`config.mk`:
```
export PLATFORM = sky130hd
export DESIGN_NAME = sflash_spi_master
export DESIGN_NICKNAME = d
export VERILOG_FILES = /design/src/rtl/spim_pkg.sv /design/src/rtl/spim_fifo.sv /design/src/rtl/spim_shifter.sv /design/src/rtl/sflash_spi_master.sv
export SDC_FILE = /design/constraint.sdc
export NUM_CORES = 2
export LEC_CHECK = 0
export ABC_AREA = 0
export BUFFER_PORTS_ARGS = -buffer_cell sky130_fd_sc_hd__buf_2
export CORE_ASPECT_RATIO = 1.1
export CORE_UTILIZATION = 40
export CTS_CLUSTER_SIZE = 12
export DETAILED_ROUTE_END_ITERATION = 8
export HOLD_SLACK_MARGIN = 0.15
export RECOVER_POWER = 25
export SLEW_MARGIN = 5
export SYNTH_ARGS = -nofsm -noshare
export SYNTH_HDL_FRONTEND = slang
export SYNTH_MEMORY_MAX_BITS = 65536
export SYNTH_SLANG_ARGS = --single-unit
export TNS_END_PERCENT = 1
```
`constraint.sdc`:
```
create_clock -name clk -period 7.1 [get_ports clk]
set_clock_uncertainty 0.2 [all_clocks]
set_input_delay 1.42 -clock clk [delete_from_list [all_inputs] [get_ports clk]]
set_output_delay 1.42 -clock clk [all_outputs]
set_load 0.03 [all_outputs]
```
`src/rtl/spim_pkg.sv`:
```
package spim_pkg;
    localparam logic [7:0] A_CTRL  = 8'h00;
    localparam logic [7:0] A_STAT  = 8'h04;
    localparam logic [7:0] A_IEN   = 8'h08;
    localparam logic [7:0] A_IDIS  = 8'h0C;
    localparam logic [7:0] A_IMASK = 8'h10;
    localparam logic [7:0] A_EN    = 8'h14;
    localparam logic [7:0] A_TX4   = 8'h1C;
    localparam logic [7:0] A_RX    = 8'h20;
    localparam logic [7:0] A_TX1   = 8'h80;
    localparam logic [7:0] A_TX2   = 8'h84;
    localparam logic [7:0] A_TX3   = 8'h88;

    // writable control bits: 15 manual start, 14 manual select, 10 select level, 5:0 mode/div
    localparam logic [15:0] CTRL_RW    = 16'hC43F;
    localparam logic [15:0] CTRL_RESET = 16'h0400;

    // byte count minus one travels with each queued word
    typedef struct packed {
        logic [1:0]  code;
        logic [31:0] data;
    } tx_entry_t;
endpackage

```
`src/rtl/spim_fifo.sv`:
```
module spim_fifo #(
    parameter int WIDTH = 32,
    parameter int DEPTH = 63,
    localparam int AW = $clog2(DEPTH),
    localparam int CW = $clog2(DEPTH + 1)
) (
    input  logic             clk,
    input  logic             rst_n,
    input  logic             push,
    input  logic [WIDTH-1:0] wdata,
    input  logic             pop,
    output logic [WIDTH-1:0] rdata,
    output logic             empty,
    output logic             full,
    output logic [CW-1:0]    count
);
    typedef struct packed {
        logic [AW-1:0] rd;
        logic [AW-1:0] wr;
        logic [CW-1:0] cnt;
    } fifo_st_t;

    fifo_st_t s_q, s_d;
    logic [WIDTH-1:0] mem [DEPTH];
    logic do_push, do_pop;

    assign empty   = (s_q.cnt == '0);
    assign full    = (s_q.cnt == CW'(DEPTH));
    assign count   = s_q.cnt;
    assign rdata   = mem[s_q.rd];
    assign do_push = push && !full;
    assign do_pop  = pop && !empty;

    function automatic logic [AW-1:0] wrap_inc(input logic [AW-1:0] p);
        return (p == AW'(DEPTH - 1)) ? '0 : p + 1'b1;
    endfunction

    always_comb begin
        s_d = s_q;
        if (do_push) s_d.wr = wrap_inc(s_q.wr);
        if (do_pop)  s_d.rd = wrap_inc(s_q.rd);
        case ({do_push, do_pop})
            2'b10:   s_d.cnt = s_q.cnt + 1'b1;
            2'b01:   s_d.cnt = s_q.cnt - 1'b1;
            default: s_d.cnt = s_q.cnt;
        endcase
    end

    always_ff @(posedge clk or negedge rst_n) begin
        if (!rst_n) s_q <= '0;
        else        s_q <= s_d;
    end

    always_ff @(posedge clk) begin
        if (do_push) mem[s_q.wr] <= wdata;
    end

    assert_fifo_stays_full_R9: assert property (@(posedge clk) disable iff (!rst_n)
        (full && push && !pop) |=> full);
    assert_fifo_empty_pop_R10: assert property (@(posedge clk) disable iff (!rst_n)
        (empty && pop && !push) |=> empty);
endmodule

```
`src/rtl/spim_shifter.sv`:
```
module spim_shifter #(
    parameter int DIVW = 3,
    localparam int DCW = (1 << DIVW) - 1
) (
    input  logic            clk,
    input  logic            rst_n,
    input  logic            run_en,
    input  logic            cpol,
    input  logic            cpha,
    input  logic [DIVW-1:0] div,
    input  logic            can_start,
    input  logic [1:0]      entry_code,
    input  logic [31:0]     entry_data,
    output logic            entry_pop,
    output logic            rx_push,
    output logic [31:0]     rx_word,
    output logic            busy,
    output logic            sclk,
    output logic            mosi,
    input  logic            miso
);
    typedef struct packed {
        logic            busy;
        logic            phase;
        logic [DCW-1:0]  dcnt;
        logic [4:0]      bitc;
        logic [1:0]      code;
        logic [31:0]     word;
        logic [7:0]      rxb;
        logic [31:0]     rxw;
    } sh_st_t;

    sh_st_t s_q, s_d;
    logic [DCW-1:0] half_m1;
    logic tick, sample, done;
    logic [7:0] rxb_n;

    assign half_m1 = (DCW'(1) << div) - 1'b1;
    assign tick    = s_q.busy && (s_q.dcnt == half_m1);
    assign sample  = tick && (s_q.phase == cpha);
    assign rxb_n   = sample ? {s_q.rxb[6:0], miso} : s_q.rxb;

    always_comb begin
        s_d       = s_q;
        entry_pop = 1'b0;
        rx_push   = 1'b0;
        rx_word   = {rxb_n, s_q.rxw[31:8]};
        done      = 1'b0;
        if (s_q.busy && !run_en) begin
            s_d.busy  = 1'b0;
            s_d.phase = 1'b0;
        end else if (tick) begin
            s_d.dcnt  = '0;
            s_d.phase = !s_q.phase;
            s_d.rxb   = rxb_n;
            if (s_q.phase) begin
                if (s_q.bitc[2:0] == 3'd7) s_d.rxw = rx_word;
                if (s_q.bitc == {s_q.code, 3'b111}) begin
                    rx_push  = 1'b1;
                    done     = 1'b1;
                    s_d.busy = 1'b0;
                end else begin
                    s_d.bitc = s_q.bitc + 1'b1;
                end
            end
        end else if (s_q.busy) begin
            s_d.dcnt = s_q.dcnt + 1'b1;
        end
        if (run_en && can_start && (!s_q.busy || done)) begin
            entry_pop = 1'b1;
            s_d.busy  = 1'b1;
            s_d.phase = 1'b0;
            s_d.dcnt  = '0;
            s_d.bitc  = '0;
            s_d.code  = entry_code;
            s_d.word  = entry_data;
            s_d.rxw   = '0;
        end
    end

    always_ff @(posedge clk or negedge rst_n) begin
        if (!rst_n) s_q <= '0;
        else        s_q <= s_d;
    end

    assign busy = s_q.busy;
    assign sclk = cpol ^ s_q.phase;
    assign mosi = s_q.busy && s_q.word[{s_q.bitc[4:3], ~s_q.bitc[2:0]}];

    assert_sclk_idle_R4: assert property (@(posedge clk) disable iff (!rst_n)
        !busy |-> (sclk == cpol));
    assert_mosi_steady_R2: assert property (@(posedge clk) disable iff (!rst_n)
        (busy && run_en && !tick) |=> $stable(mosi));
    assert_push_while_busy_R3: assert property (@(posedge clk) disable iff (!rst_n)
        rx_push |-> busy);
endmodule

```
`src/rtl/sflash_spi_master.sv`:
```
module sflash_spi_master #(
    parameter int FIFO_DEPTH = 63,
    parameter int DIVW       = 3,
    localparam int CW = $clog2(FIFO_DEPTH + 1)
) (
    input  logic        clk,
    input  logic        rst_n,
    input  logic        reg_wr,
    input  logic        reg_rd,
    input  logic [7:0]  reg_addr,
    input  logic [31:0] reg_wdata,
    output logic [31:0] reg_rdata,
    output logic        irq,
    output logic        spi_sclk,
    output logic        spi_cs_n,
    output logic        spi_mosi,
    input  logic        spi_miso
);
    import spim_pkg::*;

    typedef struct packed {
        logic [15:0] ctrl;
        logic        en;
        logic [6:0]  mask;
        logic        txov;
        logic        rxun;
        logic        go;
    } regs_t;

    regs_t r_q, r_d;
    tx_entry_t tx_in, tx_out;
    logic tx_push, tx_pop, tx_empty, tx_full;
    logic rx_push, rx_pop, rx_empty, rx_full;
    logic [31:0] rx_in, rx_out;
    logic [CW-1:0] tx_cnt, rx_cnt;
    logic busy, can_start, rx_room, tx_addr;
    logic [6:0] status;

    spim_fifo #(.WIDTH($bits(tx_entry_t)), .DEPTH(FIFO_DEPTH)) i_txq (
        .clk, .rst_n, .push(tx_push), .wdata(tx_in), .pop(tx_pop),
        .rdata(tx_out), .empty(tx_empty), .full(tx_full), .count(tx_cnt));

    spim_fifo #(.WIDTH(32), .DEPTH(FIFO_DEPTH)) i_rxq (
        .clk, .rst_n, .push(rx_push), .wdata(rx_in), .pop(rx_pop),
        .rdata(rx_out), .empty(rx_empty), .full(rx_full), .count(rx_cnt));

    spim_shifter #(.DIVW(DIVW)) i_shift (
        .clk, .rst_n, .run_en(r_q.en), .cpol(r_q.ctrl[1]), .cpha(r_q.ctrl[2]),
        .div(r_q.ctrl[3 +: DIVW]), .can_start, .entry_code(tx_out.code),
        .entry_data(tx_out.data), .entry_pop(tx_pop), .rx_push, .rx_word(rx_in),
        .busy, .sclk(spi_sclk), .mosi(spi_mosi), .miso(spi_miso));

    // room must account for a result landing in this very cycle
    assign rx_room   = rx_push ? (rx_cnt < CW'(FIFO_DEPTH - 1)) : !rx_full;
    assign can_start = !tx_empty && rx_room && (!r_q.ctrl[15] || r_q.go);
    assign status    = {r_q.rxun, rx_full, !rx_empty, tx_full, !tx_full, tx_empty, r_q.txov};
    assign irq       = |(status & r_q.mask);
    assign spi_cs_n  = r_q.ctrl[14] ? r_q.ctrl[10] : !busy;
    assign tx_addr   = (reg_addr == A_TX1) || (reg_addr == A_TX2) ||
                       (reg_addr == A_TX3) || (reg_addr == A_TX4);
    assign tx_push   = reg_wr && tx_addr && !tx_full;
    assign rx_pop    = reg_rd && (reg_addr == A_RX) && !rx_empty;

    always_comb begin
        tx_in.data = reg_wdata;
        case (reg_addr)
            A_TX1:   tx_in.code = 2'd0;
            A_TX2:   tx_in.code = 2'd1;
            A_TX3:   tx_in.code = 2'd2;
            default: tx_in.code = 2'd3;
        endcase
    end

    always_comb begin
        case (reg_addr)
            A_CTRL:  reg_rdata = {16'h0, r_q.ctrl};
            A_STAT:  reg_rdata = {25'h0, status};
            A_IMASK: reg_rdata = {25'h0, r_q.mask};
            A_EN:    reg_rdata = {31'h0, r_q.en};
            A_RX:    reg_rdata = rx_empty ? 32'h0 : rx_out;
            default: reg_rdata = 32'h0;
        endcase
    end

    always_comb begin
        r_d = r_q;
        if (!busy && tx_empty) r_d.go = 1'b0;
        if (reg_wr) begin
            case (reg_addr)
                A_CTRL: begin
                    r_d.ctrl = reg_wdata[15:0] & CTRL_RW;
                    if (reg_wdata[16]) r_d.go = 1'b1;
                end
                A_STAT: begin
                    if (reg_wdata[0]) r_d.txov = 1'b0;
                    if (reg_wdata[6]) r_d.rxun = 1'b0;
                end
                A_IEN:   r_d.mask = r_q.mask | reg_wdata[6:0];
                A_IDIS:  r_d.mask = r_q.mask & ~reg_wdata[6:0];
                A_EN:    r_d.en = reg_wdata[0];
                default: ;
            endcase
            if (tx_addr && tx_full) r_d.txov = 1'b1;
        end
        if (reg_rd && (reg_addr == A_RX) && rx_empty) r_d.rxun = 1'b1;
    end

    always_ff @(posedge clk or negedge rst_n) begin
        if (!rst_n) r_q <= '{ctrl: CTRL_RESET, en: 1'b0, mask: '0, txov: 1'b0, rxun: 1'b0, go: 1'b0};
        else        r_q <= r_d;
    end

    assert_cs_covers_clock_R6: assert property (@(posedge clk) disable iff (!rst_n)
        (!r_q.ctrl[14] && (spi_sclk != r_q.ctrl[1])) |-> !spi_cs_n);
    assert_manual_hold_R7: assert property (@(posedge clk) disable iff (!rst_n)
        (r_q.ctrl[15] && !r_q.go && !busy) |=> !busy);
    assert_halt_R8: assert property (@(posedge clk) disable iff (!rst_n)
        !r_q.en |=> !busy);
    assert_tx_overflow_flag_R10: assert property (@(posedge clk) disable iff (!rst_n)
        (reg_wr && tx_addr && tx_full) |=> r_q.txov);
    assert_rx_underflow_flag_R10: assert property (@(posedge clk) disable iff (!rst_n)
        (reg_rd && (reg_addr == A_RX) && rx_empty) |=> r_q.rxun);
    assert_no_rx_loss_R12: assert property (@(posedge clk) disable iff (!rst_n)
        rx_push |-> !rx_full);
endmodule

```
; ---- After elaboration in Yosys (flattened, before gate mapping)
; Memory sizes are Yosys's and may differ from the RTL's.
; Index checks and enable logic that the tools add are counted.
[word_totals]
register_bits = 144
latchBits = 0
mem_bits_rw = 4158
rom_bits = 0
input_bits = 45
wordCells = 179
n_memories = 2
[mem_list]
columns = name, words, width, read_ports, rd_ports_with_merged_regs, write_ports, line
row1 = i_txq.mem, 63, 34, 1, 0, 1, spim_fifo.sv:24  ; logic [WIDTH-1:0] mem [DEPTH];
row2 = i_rxq.mem, 63, 32, 1, 0, 1, spim_fifo.sv:24
[classes]
n_addsub = 11
multipliers = 0
div = 0
magnitude_cmp = 2
n_eq_ne = 26
shift = 1
muxes = 49
n_bitwise = 7
n_reduce_logical = 61
[ops]
columns = operator, count
row1 = 2-to-1 mux 32 bit, 6
row2 = case mux 32 bit (5 select lines), 1
row3 = 2-to-1 mux 48 bit, 1
row4 = "adder 6 x 1 -> 6 bit, second input constant", 6
row5 = "== test 6 bit, second input constant", 6
row6 = "== test 8 x 5 -> 1 bit, second input constant", 3
row7 = "== test 8 bit, second input constant", 3
row8 = 2-to-1 mux 6 bit, 4
row9 = case mux 6 bit (2 select lines), 2
row10 = nonzero test 2 bit, 11
row11 = 2-to-1 mux 1 bit, 21
row12 = logical AND 1 bit, 19
row13 = "== test 8 x 4 -> 1 bit, second input constant", 2
row14 = 2-to-1 mux 5 bit, 3
row15 = AND 7 bit, 2
row16 = 2-to-1 mux 7 bit, 2
row17 = case mux 7 bit (2 select lines), 1
row18 = zero test 6 bit, 2
row19 = 2-to-1 mux 12 bit, 1
row20 = nonzero test 3 bit, 4
row21 = "subtractor 6 x 1 -> 6 bit, second input constant", 2
row22 = AND reduction 2 bit, 5
row23 = AND reduction 3 bit, 3
row24 = "== test 8 x 3 -> 1 bit, second input constant", 1
row25 = 28 further kinds, 46

; ---- Longest topological paths before layout
[logic_depth]
ltp_word = 15
ltp_mapped = 20
mapped_depth_nobuf = 15

; ---- Modules after synthesis
; From an unflattened synthesis, not the netlist that was laid out.
[unflattened]
hier_cells = 7557
hier_area_um2 = 167165.3
[by_module_without_submodules]
columns = module, instances, cells_per_inst, area_each_um2
row1 = spim_fifo at i_txq, 1, 3584, 83122.2
row2 = spim_fifo at i_rxq, 1, 3389, 78303.8
row3 = spim_shifter, 1, 418, 4225.3
row4 = sflash_spi_master, 1, 166, 1514.0

; ---- Worst setup path after synthesis
; OpenSTA, ideal clock, no wires.
[synth_path]
path_type = reg2reg
start = register r_q[16] (netlist bit)
end = memory i_rxq.mem[120][0], in the netlist i_rxq.mem[60][0], enable pin
setup_ps = 461
arrival_time_ps = 5175
slack_ps = 1264
path_stages_with_launch = 12
path_buffers = 3
cell_sequence = dfrtp_1 > buf_2 > or3b_2 > ha_1 > buf_4 > xnor2_1 > nand4_1 > a211o_4 > nor4_4 > nand2_1 > buf_1 > nor3_1
[synth_via]
elab_chain_len = 9
[synth_rtl]
columns = item, line
row1 = from (decl), sflash_spi_master.sv:30  ; regs_t r_q, r_d;
row2 = from (signal assigned), sflash_spi_master.sv:109  ; if (!rst_n) r_q <= '{ctrl: CTRL_RESET, en: 1'b0, mask: '0, txov: 1'b0, rxun: 1'b0, go: 1'b0};
row3 = from (signal assigned), sflash_spi_master.sv:110  ; else r_q <= r_d;
row4 = << shifter 1 x 3 -> 7 bit, spim_shifter.sv:38  ; assign half_m1 = (DCW'(1) << div) - 1'b1;
row5 = subtractor 7 x 1 -> 7 bit, spim_shifter.sv:38
row6 = == test 7 bit, spim_shifter.sv:39  ; assign tick = s_q.busy && (s_q.dcnt == half_m1);
row7 = logical AND 1 bit, spim_shifter.sv:39
row8 = 2-to-1 mux 1 bit, spim_shifter.sv:52  ; end else if (tick) begin
row9 = 2-to-1 mux 1 bit, spim_shifter.sv:49  ; if (s_q.busy && !run_en) begin
row10 = logical AND 1 bit, spim_fifo.sv:31  ; assign do_push = push && !full;
row11 = 2-to-1 mux 1 bit, spim_fifo.sv:55  ; if (do_push) mem[s_q.wr] <= wdata;
row12 = 2-to-1 mux 1 bit (implied by the code), spim_fifo.sv:55
row13 = to (decl), spim_fifo.sv:24
; Every way passes these cells.

; ---- Worst setup path in the final report
[layout_path]
start = register i_rxq.s_q[12] (netlist bit)
end = output port reg_rdata[24]
[layout_via]
elab_chain_len = 3
[layout_rtl]
columns = item, line
row1 = from (decl), spim_fifo.sv:23  ; fifo_st_t s_q, s_d;
row2 = from (signal assigned), spim_fifo.sv:50  ; if (!rst_n) s_q <= '0;
row3 = from (signal assigned), spim_fifo.sv:51  ; else s_q <= s_d;
row4 = memory read (63 x 32 bit), -
row5 = 2-to-1 mux 32 bit, sflash_spi_master.sv:80  ; A_RX: reg_rdata = rx_empty ? 32'h0 : rx_out;
row6 = case mux 32 bit (5 select lines), sflash_spi_master.sv:75  ; case (reg_addr)
row7 = to (decl), sflash_spi_master.sv:12  ; output logic [31:0] reg_rdata,
; Every way passes these cells.

==> results summary <==
The post-route fraction of the period consumed by the critical path came out at 91.4%. The last weighted congestion value of the routability-driven placer came out at 0.845. The proportion of netlist area held by the largest area contributor is 75.1%. Cells fill 45.3% of the core in the end. After synthesis, the largest family of logic cells by area is multiplexers. The area share of fa/ha/maj cells after synthesis is 0.162%. The effective utilization at floorplan came out at 40.2%. The number of warning messages in the yosys log came out at 0.

After Yosys synthesis, XOR and XNOR cells account for 0.132% of the synthesized area. The placement row count is 248. The final number of hold-violating endpoints came out at 0. The horizontal die dimension is 617 µm. When the netlist entered floorplanning its net count stood at 7,592. The detail-routed via count per cell is 5.83.

The count of flip-flops with a built-in enable after synthesis is 4,158. The final global-route overflow total is 0. For hold timing, the worst endpoint is r_q[11]. The worst-case setup margin in the final layout is 0.613 ns. The worst hold margin is 0.300 ns. The power per cell area came out at 292 nW/µm². The highest achievable clock rate came out at 0.154 GHz. Clock tree synthesis selected as its root buffer the cell clkbuf_16. The classification of the worst setup path is flop to output pin. Buffers added to address setup during post-CTS repair amount to 0. The floorplan step set the die height to 678 µm. The worst-case register-to-register setup slack is 0.97 ns. Global routing used 20.0% of the available tracks. Setup repair after global routing left no endpoint under its margin. No sink is reached through more buffers than the 4 on the longest clock path. The remaining routing DRC violations is 0. Counting flops with an async set or reset pin after synthesis yields a share of 3.17%. The destination of the worst register-to-register timing path is i_txq.count[5]. The layout filler cell count came out at 34,378.

After synthesis, the most frequently instantiated cells are edfxtp_1 (4,158), mux4_2 (1,089), mux2i_1 (274). The highest fanout seen on the critical path is 30. The number of unique standard cell types used by synthesis is 80. The simple-gate portion of the synthesized area came out at 1.93%.

The number of buffers added by the clock tree synthesis step is 433. The signed area change from the synthesized netlist to the final layout is 12.7%. The flow ran to the end, but the final reports show violations. The total negative slack is 0 ns.

The quantity of hold-fixing buffers added after cts came out at 0. For this design the top-level I/O count stands at 81. The fraction of the yosys area taken by sequential cells came out at 77.1%. VDD sags by at most 0.235 mV.

The layout cell share with drive strength beyond 1 came out at 26.7%. The count of H-tree levels built during CTS is 5. The reported max-cap violation count is 41.

The mux cell area share after synthesis came out at 16.9%. The pre-CTS setup slack is 1.11 ns. The number of DRC violations after detailed-routing iteration 0 came out at 8,689. The final layout contains routed wiring with a total length of 426,000 µm. Headroom to the max-slew limit came out at -157%. The wire length of the first global-routing pass came out at 605,000 µm. The startpoint of the worst hold path is r_q[11]. The kind of end point of the critical path is an output pin.

The depth of the worst register-to-register path came out at 15. The checks that failed: max-capacitance violations, max-slew violations. Clock-pin slew was measured on the worst setup and hold paths at 0.06 ns. The mean area per synthesized cell came out at 22.1 µm². The total iterations of the first detailed-routing run came out at 5. The via count of the first global-routing pass is 81,363. The leakage component of the power is 54.1 nW.

Sorting the synthesized cells by area gives the leading types as edfxtp_1 (75%), mux4_2 (15%), dfrtp_1 (2.0%), mux2i_1 (1.6%), nand2_1 (0.47%). At the pin with the least slew margin, the transition time is 3.86 ns. The critical path starts at i_rxq.s_q[12]. The sink count of the clock tree came out at 4,294. The post-layout minimum cycle time is 6.49 ns. The total core area came out at 414,000 µm².

The post-cts repair resize count came out at 0. The worst path arrival time is 4.87 ns. The quantity of I/O buffers inserted on ports came out at 80. The hold path depth is 2. The final antenna-violating net count came out at 0. The number of antenna violations at the first check in global routing came to 27.

The count of pins over their slew limit was 2,554. In this run the worst hold path is classified as flop to flop. The number of vias in the routed layout is 79,959. The data required time at the worst endpoint is 5.48 ns. The synthesized instance count is 7,526. The combined area of all synthesized cells came out at 166,000 µm². The synthesized-area fraction occupied by ao, oa, aoi and oai cells came out at 2.44%. The number of nets in the layout is 7,963. The floorplan die area came out at 418,000 µm². The kind of launch point of the worst setup path is a flop. Of all cell types, the one taking the most synthesized area is edfxtp_1. The most common cell in the synthesized netlist is edfxtp_1.

The maximum number of pins on one net before global-route repair came out at 127. In this run the critical register-to-register path is launched from r_q[16]. In the final routed layout, each cell accounts on average for 31.1 µm.

The clock reaches the later pin of the worst-skew pair after 0.97 ns. TritonCTS built the clock tree. The commonest register cell after synthesis is edfxtp_1.

The total of flip-flops plus latches after synthesis came out at 4,294. The final setup violation count is 0. The post-detailed-placement half-perimeter wirelength came out at 238,000 µm.
[how the worst max path moves through the flow]
stage | endpoint | slack [ns] | depth (start not counted)
3_3_place_gp | reg_rdata[2] | 1.09 | 7
2_1_floorplan | i_rxq.mem[60][0] | 1.26 | 11
3_5_place_dp | i_txq.count[5] | 1.11 | 15
6_report | reg_rdata[24] | 0.61 | 10
5_1_grt | reg_rdata[24] | 0.30 | 10
4_1_cts | reg_rdata[24] | 0.45 | 10
[worst max-delay path, cell delays in order, from the launching register on]
cell and delay (ns):
dfrtp_4 0.69, buf_12 0.29, buf_4 0.45, buf_4 0.52, mux4_2 0.57, mux4_2 0.51, inv_1 0.09, o22ai_1 0.13
a31oi_1 0.26, o22ai_1 0.12, buf_2 0.20
[power breakdown]
| part | leakage (nW) | switching [mW] | internal, mW |
|---|---|---|---|
| combinational | 11.6 | 3.17 | 2.84 |
| clock | 6.11 | 9.19 | 11.6 |
| sequential | 36.3 | 0.296 | 27.8 |
[through the flow]
step                cell area (µm²)  power, mW  cells
global placement             175000       34.6  12962
floorplan                    166000       32.8   7526
CTS                          188000       55.3  13692
global route                 188000       56.4  13700
detailed placement           175000       34.7  12962
finish                       188000       54.8  13708
[placed cells by master (no fill, tap or decap), types with 20 or more instances in the layout]
master and count:
buf_12 38, and2_1 26, nor2_1 94, clkbuf_1 173, nor2_4 71, a221oi_1 26
nor3_1 21, clkbuf_16 439, edfxtp_1 4158, nand2_1 208, o21ai_0 146, nor2b_1 32
inv_1 37, ha_1 20, a22oi_1 86, mux2i_1 274, nor3_2 55, o31ai_1 21
a211oi_1 41, mux4_2 1089, o22ai_1 68, mux2_2 66, a21oi_1 84, a22o_1 23
dfrtp_1 114, nand3_1 51, buf_4 214, buf_2 75, clkinv_1 84, clkinv_2 37
[layer usage]
metal / up-vias / share of wire (%) / GRT usage [%]
met5: - / 0.0080 / 0
met4: 4 / 2.9 / 5.65
met3: 656 / 6.4 / 2.62
met2: 3095 / 51 / 34.6
met1: 43647 / 40 / 26.7
li1: 32557 / - / -
[state kept, by name (all words and copies together) (netlist names), named ones only]
register	flops
i_rxq.count	6
i_rxq.mem	2016
i_rxq.s_q	12
i_shift.busy	1
i_shift.rx_word	24
i_shift.s_q	55
i_txq.count	6
i_txq.mem	2142
i_txq.s_q	12
r_q	13
[cell type report]
class | instances | area [µm²] | area share (%)
antenna | 16 | 40.0 | 0.0214
clock buffer | 588 | 11700 | 6.22
clock inverter | 142 | 893 | 0.476
inverter | 51 | 191 | 0.102
multi-input combinational | 2755 | 36700 | 19.6
sequential | 4294 | 128000 | 68.4
tap | 5500 | 6880 | 3.67
timing repair buffer | 362 | 2870 | 1.53
[logic make-up (layout without fill, tap and decap cells)]
| kind of cell | Yosys count | count (layout) |
|---|---|---|
| buffers and inverters | 477 | 1143 |
| AOI/OAI and AO/OA | 604 | 604 |
| xor gates and xnor gates | 25 | 25 |
| and+or+nand+nor | 672 | 672 |
| adders and majority gates | 21 | 21 |
| other | 0 | 16 |
| muxes | 1433 | 1433 |
| DFF | 4294 | 4294 |
Power figures use the tool's default switching activity.
